## config.mk

```make
export PLATFORM = sky130hd
export DESIGN_NAME = i2c_evt_ctrl
export DESIGN_NICKNAME = d
export VERILOG_FILES = /design/src/rtl/i2c_evt_pkg.sv /design/src/rtl/i2c_ctl_regs.sv /design/src/rtl/i2c_evt_combine.sv /design/src/rtl/i2c_req_out.sv /design/src/rtl/i2c_evt_ctrl.sv
export SDC_FILE = /design/constraint.sdc
export NUM_CORES = 1
export LEC_CHECK = 0
export ABC_AREA = 1
export BUFFER_PORTS_ARGS = -buffer_cell sky130_fd_sc_hd__buf_4
export CAP_MARGIN = 20
export CORE_MARGIN = 4
export CORE_UTILIZATION = 41
export DETAILED_ROUTE_END_ITERATION = 6
export PLACE_DENSITY = 0.87
export SYNTH_ARGS = -nofsm -noshare
export SYNTH_HDL_FRONTEND = slang
export SYNTH_SLANG_ARGS = --single-unit
```

## constraint.sdc

```tcl
create_clock -name clk -period 2.3 [get_ports clk]
set_input_delay 0.115 -clock clk [delete_from_list [all_inputs] [get_ports clk]]
set_output_delay 0.115 -clock clk [all_outputs]
set_load 0.05 [all_outputs]
```

## src/rtl/i2c_evt_pkg.sv

```systemverilog
package i2c_evt_pkg;
  localparam int CW_W    = 16;
  localparam int FREQ_W  = 6;
  localparam int ERR_W   = 4;
  localparam int B_LAST  = 12;
  localparam int B_DMA   = 11;
  localparam int B_BUF   = 10;
  localparam int B_EVT   = 9;
  localparam int B_ERR   = 8;

  typedef struct packed {
    logic              last;
    logic              dma_en;
    logic              buf_en;
    logic              evt_en;
    logic              err_en;
    logic [FREQ_W-1:0] freq;
  } cfg_t;

  typedef struct packed {
    logic sb;
    logic addr;
    logic add10;
    logic stopf;
    logic btf;
    logic txe;
    logic rxne;
  } evt_flags_t;
endpackage

```

## src/rtl/i2c_ctl_regs.sv

```systemverilog
module i2c_ctl_regs
  import i2c_evt_pkg::*;
#(
  parameter int DATA_W = CW_W
) (
  input  logic              clk,
  input  logic              rst,
  input  logic              wr_en,
  input  logic              wr_sel,
  input  logic [DATA_W-1:0] wr_data,
  input  logic              bus_idle,
  input  logic              dma_eot,
  output cfg_t              cfg,
  output logic              active,
  output logic              nack_fire
);
  logic pe_req;
  logic pe_next;
  logic active_next;
  logic falling;
  logic wr_cw2;

  assign wr_cw2      = wr_en & wr_sel;
  assign pe_next     = (wr_en & ~wr_sel) ? wr_data[0] : pe_req;
  assign active_next = pe_next | (active & ~bus_idle);
  assign falling     = active & ~active_next;
  assign nack_fire   = active & cfg.last & dma_eot;

  always_ff @(posedge clk) begin
    if (rst) begin
      pe_req <= 1'b0;
      active <= 1'b0;
    end else begin
      pe_req <= pe_next;
      active <= active_next;
    end
  end

  always_ff @(posedge clk) begin
    if (rst) begin
      cfg <= '0;
    end else if (wr_cw2) begin
      cfg.last   <= wr_data[B_LAST];
      cfg.dma_en <= wr_data[B_DMA];
      cfg.buf_en <= wr_data[B_BUF];
      cfg.evt_en <= wr_data[B_EVT];
      cfg.err_en <= wr_data[B_ERR];
      cfg.freq   <= wr_data[FREQ_W-1:0];
    end else if (nack_fire || falling) begin
      cfg.last   <= 1'b0;
    end
  end
endmodule

```

## src/rtl/i2c_evt_combine.sv

```systemverilog
module i2c_evt_combine
  import i2c_evt_pkg::*;
#(
  parameter int NERR = ERR_W
) (
  input  cfg_t            cfg,
  input  evt_flags_t      fl,
  input  logic [NERR-1:0] errs,
  output logic            evt_hit,
  output logic            err_hit,
  output logic            dma_hit
);
  logic buf_pending;
  logic ctl_evt;
  logic btf_evt;
  logic [NERR:0] err_chain;

  assign err_chain[0] = 1'b0;
  for (genvar i = 0; i < NERR; i++) begin : g_err
    assign err_chain[i+1] = err_chain[i] | errs[i];
  end

  always_comb begin
    buf_pending = cfg.buf_en & (fl.txe | fl.rxne);
    ctl_evt     = cfg.evt_en & (fl.sb | fl.addr | fl.add10 | fl.stopf);
    btf_evt     = cfg.evt_en & fl.btf & ~buf_pending;
    evt_hit     = buf_pending | ctl_evt | btf_evt;
    err_hit     = cfg.err_en & err_chain[NERR];
    dma_hit     = cfg.dma_en & (fl.txe | fl.rxne);
  end
endmodule

```

## src/rtl/i2c_req_out.sv

```systemverilog
module i2c_req_out #(
  parameter int N = 4
) (
  input  logic         clk,
  input  logic         rst,
  input  logic         active,
  input  logic [N-1:0] req_in,
  output logic [N-1:0] req_q
);
  for (genvar i = 0; i < N; i++) begin : g_q
    always_ff @(posedge clk) begin
      if (rst) req_q[i] <= 1'b0;
      else     req_q[i] <= active & req_in[i];
    end
  end
endmodule

```

## src/rtl/i2c_evt_ctrl.sv

```systemverilog
module i2c_evt_ctrl
  import i2c_evt_pkg::*;
#(
  parameter int DATA_W = CW_W,
  parameter int NERR   = ERR_W
) (
  input  logic              clk,
  input  logic              rst,
  input  logic              wr_en,
  input  logic              wr_sel,
  input  logic [DATA_W-1:0] wr_data,
  input  logic              sb,
  input  logic              addr,
  input  logic              add10,
  input  logic              stopf,
  input  logic              btf,
  input  logic              txe,
  input  logic              rxne,
  input  logic [NERR-1:0]   err_flags,
  input  logic              bus_idle,
  input  logic              dma_eot,
  output logic [DATA_W-1:0] ctrl2_rd,
  output logic [FREQ_W-1:0] freq,
  output logic              periph_active,
  output logic              evt_irq,
  output logic              err_irq,
  output logic              dma_req,
  output logic              nack_last
);
  localparam int NOUT = 4;

  cfg_t       cfg;
  evt_flags_t fl;
  logic       nack_fire;
  logic       evt_hit, err_hit, dma_hit;
  logic [NOUT-1:0] q;

  assign fl = '{sb: sb, addr: addr, add10: add10, stopf: stopf,
                btf: btf, txe: txe, rxne: rxne};

  i2c_ctl_regs #(.DATA_W(DATA_W)) u_regs (
    .clk(clk), .rst(rst), .wr_en(wr_en), .wr_sel(wr_sel), .wr_data(wr_data),
    .bus_idle(bus_idle), .dma_eot(dma_eot), .cfg(cfg),
    .active(periph_active), .nack_fire(nack_fire)
  );

  i2c_evt_combine #(.NERR(NERR)) u_comb (
    .cfg(cfg), .fl(fl), .errs(err_flags),
    .evt_hit(evt_hit), .err_hit(err_hit), .dma_hit(dma_hit)
  );

  i2c_req_out #(.N(NOUT)) u_out (
    .clk(clk), .rst(rst), .active(periph_active),
    .req_in({nack_fire, dma_hit, err_hit, evt_hit}), .req_q(q)
  );

  assign evt_irq   = q[0];
  assign err_irq   = q[1];
  assign dma_req   = q[2];
  assign nack_last = q[3];
  assign freq      = cfg.freq;

  always_comb begin
    ctrl2_rd               = '0;
    ctrl2_rd[B_LAST]       = cfg.last;
    ctrl2_rd[B_DMA]        = cfg.dma_en;
    ctrl2_rd[B_BUF]        = cfg.buf_en;
    ctrl2_rd[B_EVT]        = cfg.evt_en;
    ctrl2_rd[B_ERR]        = cfg.err_en;
    ctrl2_rd[FREQ_W-1:0]   = cfg.freq;
  end
endmodule

```

---- Yosys cells after proc, flatten, opt, wreduce, memory -nomap -nowiden ----
Index checks and enable logic that the tools add are counted.
word-level totals
  register bits after elaboration ......... 17
  input port bits ......................... 33
operators by class
  muxes and demuxes ....................... 3
  bitwise operators ....................... 30
  reduce and logical (&&, ||, !) cells .... 2
operator list
  kind                count
  1-bit bitwise AND   16
  1-bit bitwise OR    10
  1-bit inverter      4
  1-bit two-way mux   3
  2-bit nonzero test  1
  1-bit logical OR    1

---- Logic depth before layout (Yosys ltp) ----
  word-level depth ........................ 9
  mapped depth ............................ 7

---- Modules after synthesis ----
Synthesis repeated with hierarchy kept, for this count alone.
second synthesis, totals
  cell total of the unflattened synthesis .. 102
  area, all modules ....................... 757.0 um2
modules (own cells, without submodules)
  module           times used  cells an instance  area an instance (um2)  seq. area each (um2)
  i2c_ctl_regs     1           67                 509.2                   260.2
  i2c_req_out      1           12                 110.1                   80.1
  i2c_evt_ctrl     1           12                 86.3                    0.0
  i2c_evt_combine  1           11                 51.3                    0.0

---- Worst setup path after synthesis ----
Ideal clock, no wire load.
  path kind ............................... reg-to-reg
  start point ............................. register u_regs.active
  end point ............................... register, netlist name u_regs.cfg[10]
  library setup time ...................... 114 ps
  data arrival time ....................... 1064 ps
  data required time ...................... 2186 ps
  setup slack ............................. 1122 ps
  cell stages (with the launch flop) ...... 6
  path buffers ............................ 0
  cells stage by stage .................... dfxtp_1 -> inv_1 -> nor2_1 -> nor2_1 -> nand2_1 -> a21oi_2
on the way
  longest elaborated chain between the ends .. 6
  elaborated cells between the ends (all ways) .. 8
ends and longest elaborated chain
  item                              RTL line            text
  from (decl)                       i2c_ctl_regs.sv:14  output logic active,
  from (signal assigned)            i2c_ctl_regs.sv:35  active <= active_next;
  1-bit bitwise AND                 i2c_ctl_regs.sv:25  assign active_next = pe_next | (active & ~bus_idle);
  1-bit bitwise OR                  i2c_ctl_regs.sv:25
  1-bit inverter                    i2c_ctl_regs.sv:26  assign falling = active & ~active_next;
  1-bit bitwise AND                 i2c_ctl_regs.sv:26
  1-bit logical OR (*)              i2c_ctl_regs.sv:49  end else if (nack_fire || falling) begin
  2-bit nonzero test (no line) (*)  --
Every way passes the cells marked *; elsewhere a longest branch is shown, timed or not.
A chain may end at the register's enable or synchronous reset.

==> parameters.txt <==
Parameter                              Value

Detailed routing
  Vias per std cell ... 4.45
  Count of TritonRoute iterations in the first routing pass ... 3
  WL per Instance ... 10.8 um
  Via count ... 730
  Detailed router's first-iteration violation count ... 4
  Drt total wl ... 1770 um
  Antenna viol nets, final ... 0
  DRC Markers ... 0

Clock tree
  Clock sink count ... 17
  Number of buffers inserted during clock tree synthesis ... 3
  CTS tree ... yes
  Latest clock arrival within the worst-skew pair ... 0.28 ns
  CTS root buffer ... clkbuf_4
  Post-CTS Repair Setup Buffers ... 0
  Maximum level of the CTS H-tree ... 1
  Clock transition at the register clock pins on the worst setup and hold paths after CTS ... 0.10 ns
  Max Root-Sink Buffers ... 2

Global routing
  Antenna violations before repair ... 0
  Aggregate global-route resource usage ... 14.7%
  First-pass GRT wire length ... 2950 um
  Largest net degree at the start of global routing ... 15
  Via count of the first global-routing pass ... 668
  Total overflow reported by the global router ... 0

Timing
  Tmin final ... 1.14 ns
  Final number of hold-violating endpoints ... 0
  Part of the cycle the worst path needs ... 49.8%
  Setup repair after global routing missed its margin ... false
  Max Clk Rate ... 0.874 GHz
  Worst Clk Skew ... 0.00691 ns
  Sum of negative setup slack ... 0 ns
  Number of pins with negative max-slew slack in the final report ... 0
  Final setup viols ... 0

Synthesis
  Cell area after synthesis ... 769 um2
  Portion of synthesized cell area occupied by the leading cell type ... 44.2%
  Cell count after synthesis ... 94
  Area share of and/or/nand/nor cells after synthesis ... 21.3%
  Xor-xnor portion of the synthesized cell area ... 0%
  Post-synthesis compound-gate area fraction ... 16.9%
  List of most frequent post-synthesis cells ... nor2_1 (22), dfxtp_1 (17), buf_4 (11)
  Adder-cell share of the synthesized area ... 0%
  Proportion of synthesized area in mux cells ... 0%
  Count leader, synth ... nor2_1
  Number of flops mapped to enable cells by yosys ... 0
  Register area share after synthesis ... 44.2%
  Number of synthesized register bits ... 17
  Largest family of logic cells by synthesized area ... simple AND/OR/NAND/NOR gates
  Synthesis Warnings ... 0
  Dominant synthesized flop cell ... dfxtp_1
  Most area-hungry cell type in the Yosys netlist ... dfxtp_1
  Async set or reset register ratio after synthesis ... 0%
  Count of unique library cells instantiated by Yosys ... 19
  Post-synthesis average cell area ... 8.19 um2
  Cell types occupying the most area after synthesis ... dfxtp_1 (44%), buf_4 (11%), nor2_1 (11%)

Floorplan
  Number of placement rows ... 15
  CORE AREA ... 1750 um2
  Initial core utilization ... 44.1%
  Floorplan die height ... 51.3 um
  Overall die width ... 51.3 um
  Die area ... 2630 um2
  Number of top-level design ports ... 60

Power and ir drop
  Portion of total power attributed to sequential cells ... 46.4%
  Sw Share ... 35.1%
  Overall Power ... 688 uW
  Leakage power figure ... 0.539 nW
  Comb pwr share ... 30.9%
  Switching component of the power ... 241 uW
  Internal power ... 447 uW
  Share of total power in the clock network ... 22.7%
  Power per cell area ... 617 nW/um2
  Max IR drop VDD ... 0.306 mV

Worst setup path
  Crit end category ... register
  Maximum fanout count along the critical path ... 12
  Nature of the critical path startpoint ... primary input
  Arrival time reported for the critical path endpoint ... 1.35 ns
  CP Data Required Time ... 2.51 ns
  Kind of critical path ... in2reg

Finish
  Number of filler instances in the final layout ... 174
  Area overhead of the layout relative to synthesis ... 45.0%
  Share of layout cells above drive strength 1 ... 49.6%
  Nets@finish ... 173
  Diode insertion count for antenna repair ... 0

Placement
  Dpl hpwl ... 1450 um
  Final weighted congestion in routability-driven placement ... 0.816
  Number of I/O port buffers ... 49

Job
  Max capacitance violation total ... 0

Status
  Outcome ... finished, final reports clean

Min path
  Hold Crit Class ... in2reg
final cells by class:
| cell class | count | area, um2 | share of cell area [%] |
|---|---|---|---|
| Clock buffer | 3 | 22.5 | 2.02 |
| Clock inverter | 1 | 5.00 | 0.448 |
| Inverter | 7 | 26.3 | 2.35 |
| Multi-Input combinational cell | 61 | 313 | 28.0 |
| Sequential cell | 17 | 340 | 30.5 |
| Tap cell | 25 | 31.3 | 2.80 |
| Timing Repair Buffer | 50 | 378 | 33.9 |
power groups by stage:
stage          Combinational (mW)  Clock (mW)  Sequential, mW
2_1_floorplan               0.103           0           0.374
3_3_place_gp                0.209           0           0.325
3_5_place_dp                0.212           0           0.326
4_1_cts                     0.213       0.159           0.319
5_1_grt                     0.226       0.179           0.322
6_report                    0.212       0.156           0.319
worst max-delay path, stage by stage:
cell and delay [ns]:
dlygate4sd3_1 0.54, buf_4 0.15, inv_2 0.22, nand2_1 0.15, nor3_1 0.18
cells by family (layout without fill, tap and decap cells):
kind of cell    Yosys count  count (layout)
other cells               1               5
simple gates             39              39
buf+inv                  20              61
flops                    17              17
compound gates           17              17
layout by cell type (no fill, tap or decap):
cell type       n
buf_4          49
nor2_1         22
dfxtp_1        17
o21ai_2         9
nand2_1         8
inv_1           5
conb_1          5
o21ai_1         3
a21oi_2         3
nor3_1          3
clkbuf_4        3
nand2_2         2
inv_2           2
o21ai_0         1
a21oi_1         1
nand3_1         1
nand4_1         1
and2_1          1
nor4_1          1
clkinv_2        1
dlygate4sd3_1   1
flip-flops by register name (all words and copies together), names as in the netlist:
| signal | cells |
|---|---|
| u_out.req_q | 4 |
| u_regs.active | 1 |
| u_regs.cfg | 11 |
| u_regs.pe_req | 1 |
path summary, 6_finish.rpt:
check	slack (ns)	end	start	cells past startpoint
setup reg to reg	1.43	u_regs.cfg[10]	u_regs.active	5
hold / removal	0.05	u_regs.cfg[1]	wr_data[1]	3
setup / recovery	1.16	u_out.req_q[1]	rst	5
hold reg to reg	0.48	u_out.req_q[3]	u_regs.cfg[10]	2
what timing repair did:
item / CTS / global route
hold buffers: 0 / 1
resized for setup: 0 / 0
hold endpoints to repair: 0 / 1
metal layers:
layer	wire (um)	up-vias	GRT usage, %
li1	-	372	-
met1	669	329	16.4
met2	917	27	27.3
met3	171	2	3.21
met4	13	0	5.24
met5	0	-	0
through the flow:
stage	utilization [%]	hold WS, ns	worst slack, ns	cells	area (um2)
floorplan	-	0.177	1.12	98	785
global placement	61.8	0.308	1.30	159	1080
detailed placement	61.8	0.312	1.27	159	1080
CTS	63.4	0.00612	1.27	163	1110
global route	63.9	0.0452	1.08	164	1120
finish	63.9	0.0530	1.16	164	1120
Note: power is estimated with default switching activity, not from simulation.
